==> config.mk <==
export PLATFORM = sky130hd
export DESIGN_NAME = next_pc_unit
export DESIGN_NICKNAME = d
export VERILOG_FILES = /design/src/rtl/npc_pkg.sv /design/src/rtl/npc_ctrl.sv /design/src/rtl/npc_datapath.sv /design/src/rtl/next_pc_unit.sv
export SDC_FILE = /design/constraint.sdc
export NUM_CORES = 1
export LEC_CHECK = 0
export BUFFER_PORTS_ARGS = -buffer_cell sky130_fd_sc_hd__buf_2
export CORE_AREA = 4 4 88 90
export DETAILED_ROUTE_END_ITERATION = 10
export DIE_AREA = 0 0 92 94
export HOLD_SLACK_MARGIN = 0.05
export PLACE_DENSITY = 0.8
export REMOVE_ABC_BUFFERS = 1
export SLEW_MARGIN = 15
export SYNTH_ARGS = -nofsm -noshare
export SYNTH_HDL_FRONTEND = slang
export SYNTH_SLANG_ARGS = --single-unit
==> constraint.sdc <==
create_clock -name clk -period 4.4 [get_ports clk]
set_input_delay 0.44 -clock clk [delete_from_list [all_inputs] [get_ports clk]]
set_output_delay 0.44 -clock clk [all_outputs]
set_load 0.1 [all_outputs]
==> src/rtl/npc_pkg.sv <==
package npc_pkg;

  typedef enum logic [2:0] {
    CLS_SEQ  = 3'd0,
    CLS_LONG = 3'd1,
    CLS_REL  = 3'd2,
    CLS_CREL = 3'd3,
    CLS_ABS  = 3'd4,
    CLS_IND  = 3'd5,
    CLS_RSV6 = 3'd6,
    CLS_RSV7 = 3'd7
  } instClass_e;

  // one strobe per target source, plus the two-word marker
  typedef struct packed {
    logic selStep1;
    logic selStep2;
    logic selRel;
    logic selAbs;
    logic selInd;
    logic longWord;
  } npcStrobes_t;

endpackage

==> src/rtl/npc_ctrl.sv <==
module npc_ctrl
  import npc_pkg::*;
(
  input  logic        clk,
  input  logic        rst,
  input  logic [2:0]  instClass,
  input  logic        branchTaken,
  output npcStrobes_t strobes
);

  instClass_e clsDec;

  always_comb begin
    clsDec  = instClass_e'(instClass);
    strobes = '0;
    case (clsDec)
      CLS_LONG: begin
        strobes.selStep2 = 1'b1;
        strobes.longWord = 1'b1;
      end
      CLS_REL:  strobes.selRel = 1'b1;
      CLS_CREL: begin
        if (branchTaken) strobes.selRel = 1'b1;
        else             strobes.selStep1 = 1'b1;
      end
      CLS_ABS: begin
        strobes.selAbs   = 1'b1;
        strobes.longWord = 1'b1;
      end
      CLS_IND:  strobes.selInd = 1'b1;
      default:  strobes.selStep1 = 1'b1;
    endcase
  end

  // the datapath mux must see exactly one source
  p_one_source_r10: assert property (@(posedge clk) disable iff (rst)
    $countones({strobes.selStep1, strobes.selStep2, strobes.selRel,
                strobes.selAbs, strobes.selInd}) == 1);

  // an untaken conditional branch falls through
  p_cond_fallthru_r4: assert property (@(posedge clk) disable iff (rst)
    (instClass == 3'd3 && !branchTaken) |-> strobes.selStep1);

  // reserved codes act as plain one-word instructions
  p_reserved_r7: assert property (@(posedge clk) disable iff (rst)
    (instClass[2:1] == 2'b11) |-> (strobes.selStep1 && !strobes.longWord));

endmodule

==> src/rtl/npc_datapath.sv <==
module npc_datapath
  import npc_pkg::*;
#(
  parameter int PcW   = 22,
  parameter int OffW  = 12,
  parameter int WordW = 16
) (
  input  logic             clk,
  input  logic             rst,
  input  logic             en,
  input  npcStrobes_t      strobes,
  input  logic [OffW-1:0]  relOffset,
  input  logic [PcW-WordW-1:0] highBits,
  input  logic [WordW-1:0] secondWord,
  input  logic [WordW-1:0] zPtr,
  output logic [PcW-1:0]   nextPc,
  output logic [PcW-1:0]   pcOut
);

  localparam int ExtW = PcW - OffW;
  localparam int ZpW  = PcW - WordW;

  logic [PcW-1:0] pcReg;
  logic [PcW-1:0] stepOne, stepTwo, relTgt, absTgt, indTgt, offExt;

  generate
    if (ExtW > 0) begin : g_sext
      assign offExt = {{ExtW{relOffset[OffW-1]}}, relOffset};
    end else begin : g_trunc
      assign offExt = relOffset[PcW-1:0];
    end
  endgenerate

  assign stepOne = pcReg + PcW'(1);
  assign stepTwo = pcReg + PcW'(2);
  assign relTgt  = stepOne + offExt;
  assign absTgt  = {highBits, secondWord};
  assign indTgt  = {{ZpW{1'b0}}, zPtr};

  always_comb begin
    nextPc = stepOne;
    if (strobes.selStep2)     nextPc = stepTwo;
    else if (strobes.selRel)  nextPc = relTgt;
    else if (strobes.selAbs)  nextPc = absTgt;
    else if (strobes.selInd)  nextPc = indTgt;
  end

  always_ff @(posedge clk) begin
    if (rst)     pcReg <= '0;
    else if (en) pcReg <= nextPc;
  end

  assign pcOut = pcReg;

  // remember a reset edge to check the cleared PC afterwards
  logic rstSeen;
  always_ff @(posedge clk) rstSeen <= rst;

  always_ff @(posedge clk) begin
    if (rstSeen && !rst) begin
      p_reset_clear_r8: assert (pcReg == '0);
    end
  end

  p_step_one_r1: assert property (@(posedge clk) disable iff (rst)
    (en && strobes.selStep1) |=> pcReg == $past(pcReg) + PcW'(1));

  p_step_two_r2: assert property (@(posedge clk) disable iff (rst)
    (en && strobes.selStep2) |=> pcReg == $past(pcReg) + PcW'(2));

  p_rel_target_r3: assert property (@(posedge clk) disable iff (rst)
    (en && strobes.selRel) |=>
      $signed(pcReg - $past(pcReg) - PcW'(1)) == $signed($past(offExt)));

  p_abs_target_r5: assert property (@(posedge clk) disable iff (rst)
    (en && strobes.selAbs) |=>
      (pcReg[WordW-1:0] == $past(secondWord) && pcReg[PcW-1:WordW] == $past(highBits)));

  p_ind_target_r6: assert property (@(posedge clk) disable iff (rst)
    (en && strobes.selInd) |=>
      (pcReg[WordW-1:0] == $past(zPtr) && pcReg[PcW-1:WordW] == '0));

  p_hold_r9: assert property (@(posedge clk) disable iff (rst)
    !en |=> $stable(pcReg));

endmodule

==> src/rtl/next_pc_unit.sv <==
module next_pc_unit
  import npc_pkg::*;
#(
  parameter int PcW   = 22,
  parameter int OffW  = 12,
  parameter int WordW = 16
) (
  input  logic                 clk,
  input  logic                 rst,
  input  logic                 en,
  input  logic [2:0]           instClass,
  input  logic [OffW-1:0]      relOffset,
  input  logic [PcW-WordW-1:0] highBits,
  input  logic [WordW-1:0]     secondWord,
  input  logic [WordW-1:0]     zPtr,
  input  logic                 branchTaken,
  output logic [PcW-1:0]       nextPc,
  output logic [PcW-1:0]       pcOut,
  output logic                 isLongInst
);

  npcStrobes_t strobes;

  npc_ctrl u_ctrl (
    .clk         (clk),
    .rst         (rst),
    .instClass   (instClass),
    .branchTaken (branchTaken),
    .strobes     (strobes)
  );

  npc_datapath #(
    .PcW   (PcW),
    .OffW  (OffW),
    .WordW (WordW)
  ) u_dp (
    .clk        (clk),
    .rst        (rst),
    .en         (en),
    .strobes    (strobes),
    .relOffset  (relOffset),
    .highBits   (highBits),
    .secondWord (secondWord),
    .zPtr       (zPtr),
    .nextPc     (nextPc),
    .pcOut      (pcOut)
  );

  assign isLongInst = strobes.longWord;

endmodule

==> summary.md <==
| Metric | Value |
|---|---|
| Synth top area cells | dfxtp_1 12%, ha_1 10%, xnor2_1 7.2% |
| Fin. max-slew vios | 0 |
| CTS Buf Count | 3 |
| Root Buffer | clkbuf_8 |
| Fin crit share | 0.961 |
| Worst Setup End Kind | output port |
| Share of the synthesized area in the top cell type | 0.121 |
| Clk sink count | 22 |
| Worst skew pair latency | 270 ps |
| Netlist Area Pre-Place | 0.00364 mm² |
| Max stage delay on crit path | roughly 650 ps |
| Largest net degree at the start of global routing | 34 |
| Max_slew headroom | 0.343 |
| Largest register FFs | 22 |
| Initial antenna violation count | 0 |
| Final ANT Viol Nets | 0 |
| IR drop worst, VDD | 0.205 mV |
| Sequential cell area | 445 µm² |
| Setup Viol. Count Final | 0 |
| CP max stage cell | a222oi_1 |
| Ys flop type | dfxtp_1 |
| Fmax achieved | 237 MHz |
| Synth area leader | dfxtp_1 |
| 1st-pass router iterations | 5 |
| CP Launch Type | register |
| Tightest Pin Transition | 983 ps |
| Die X-Extent | 92 µm |
| Leakage Power | 2.14 nW |
| Layout net count | 690 |
| Unrepaired setup endpoints after global routing | false |
| Inserted Diodes | 0 |
| Rows | 31 |
| DR DRC count | 0 |
| Vias in the first global route | 4173 |
| Worst-case clock buffer depth | 2 |
| CP required | 3960 ps |
| Critical path peak fanout | 6 |
| Reg clk slew, reported paths | approximately 100 ps |
| Placed instance count | 697 |
| Power per Cell Area | between 200 and 300 mW/mm² |
| Setup tns final | 0 ps |
| Final Skew | 1.77 ps |
| Share of layout cells above drive strength 1 | 0.257 |
| Initial drt markers | 388 |
| Tmin final | ~4200 ps |
| Post-CTS Setup Bufs | 0 |
| CTS tree | built |
| Area delta synth->final | 24.8% |
| Post-synth EDFFs | 0 |
| Worst EP arrival | 3790 ps |
| Final worst slack | approximately 170 ps |
| Total wire length | about 12000 µm |
| Worst min path class | reg -> reg |
| I/O Buffers | 101 |
| CP cell instances | ha_1 > nand3_1 > buf_4 > xnor2_1 > ha_1 > a21o_1 > a221oi_1 > buf_4 > o21ai_1 > a31oi_1 > xor2_1 > a222oi_1 > buf_12 |
| # fillers | 663 |
| Multi-input combinational cell area | a little over 0.003 mm² |
| Ys async rst share | 0 |
| First-pass GRT wire length | 20100 µm |
| Endpoints failing hold | 0 |
| Status | completed |
| Crit Path Class | reg -> out |
| Cell variety after synth | 62 |
| DPL Wire Length | 9300 µm |
| DIE AREA | 0.00865 mm² |
| Min Hold Slack | 557 ps |
| WL/cell | 17.7 µm |
| DR vias | 4288 |
| Most common cell after layout, fill and taps aside | buf_2 |
| DP Worst Slack | 136 ps |
| Chip height | 94 µm |
| RePlAce Congestion | 0.916 |
| Remaining Overflow, GRT | 0 |
| Yosys warns | 0 |
| GRT Total Usage | 0.281 |
| Register area share after synthesis | 0.121 |
| Non-Filler Instances | 701 |
| Vias/cell | 6.12 |
| Post-synthesis cell count | 510 |
| Avg Synthesized Cell Area | ~7.1 µm² |
| Most frequent cells in the layout | 92 x buf_2, 51 x nor2_1, 49 x nand2_1, 36 x a21oi_1, 30 x xnor2_1 |
| Total I/O pin count | 102 |
| Initial Utilization | 0.515 |
| # Max-Cap Violations | 0 |
| H-Tree Depth | 1 |
| Synth Register Bits | 22 |
| Core footprint | slightly above 0.007 mm² |
==> cell type report <==
class | count | share of cell area
Timing Repair Buffer | 122 | 0.173
Sequential cell | 22 | 0.0982
Multi-Input combinational cell | 440 | 0.678
Inverter | 14 | 0.0116
Clock buffer | 4 | 0.0121
Tap cell | 99 | 0.0273
==> path summary, 6_finish.rpt <==
check	start	endpoint	slack (ps)	depth (start not counted)
min reg2reg	u_dp.pcOut[21]$_SDFFE_PP0P_	u_dp.pcOut[21]$_SDFFE_PP0P_	560	2
max reg2reg	u_dp.pcOut[1]$_SDFFE_PP0P_	u_dp.pcOut[16]$_SDFFE_PP0P_	900	15
max	u_dp.pcOut[1]$_SDFFE_PP0P_	nextPc[10]	170	13
min	u_dp.pcOut[21]$_SDFFE_PP0P_	u_dp.pcOut[21]$_SDFFE_PP0P_	560	2
==> critical path, delay by kind of cell (launching register included) <==
family	cells	cell delay, ps
fa+ha+maj	2	530
buf+inv	3	650
flops	1	400
xor+xnor	2	340
compound gates	5	1470
simple gates	1	130
==> cells in the mapped netlist (3+ instances only) <==
cell type  instances
a211oi_1           8
a21o_1            16
a21oi_1           38
a221oi_1           4
a31oi_1            6
and2_1             4
and3_1             6
and4_1             4
buf_1              4
buf_2              8
clkbuf_1          21
dfxtp_1           22
ha_1              29
inv_1             11
inv_2              3
mux2i_1           23
nand2_1           49
nand3_1           19
nand4_1            6
nor2_1            53
nor2b_1            4
nor3_1            13
nor3b_1            6
nor4_1             4
o211ai_1          11
o21a_1             4
o21ai_0           11
o21ai_1           15
o22ai_1            3
o31ai_1            3
or3_1              6
xnor2_1           30
xor2_1            24
==> report_power, final <==
group / leakage (nW) / switching [mW] / internal [mW] / total, mW
combinational: 1.93 / 0.629 / 0.257 / 0.886
sequential: 0.182 / 0.0299 / 0.216 / 0.246
clock: 0.0288 / 0.0799 / 0.0801 / 0.160
==> metrics by stage <==
step | power, mW | utilization | cell area [µm²]
2_1_floorplan | 0.897 | - | 3500
3_3_place_gp | 1.11 | 0.626 | 4420
3_5_place_dp | 1.12 | 0.626 | 4420
4_1_cts | 1.28 | 0.635 | 4480
5_1_grt | 1.36 | 0.643 | 4540
6_report | 1.29 | 0.643 | 4540
==> cells by family (layout without fill, tap and decap cells) <==
kind of cell,count (synthesis),in the layout,share of synthesized area
simple gates,191,191,0.267
compound gates,140,140,0.255
xor+xnor,54,54,0.130
buf+inv,48,140,0.0526
fa+ha+maj,30,30,0.105
mux,25,25,0.0695
flops,22,22,0.121
==> metal layers <==
metal | wire, µm | part of all wire | track usage
met2 | 5950 | 0.48 | 0.487
met5 | 0 | 0 | 0
met3 | 1020 | 0.082 | 0.0240
met4 | 253 | 0.020 | 0.101
met1 | 5210 | 0.42 | 0.364
==> timing repair <==
action | in CTS | in global routing
gates cloned | 0 | 0
resized for setup | 5 | 11
hold buffers | 0 | 0
endpoints found under the setup margin | 4 | 8
(Power assumes the default switching activity.)
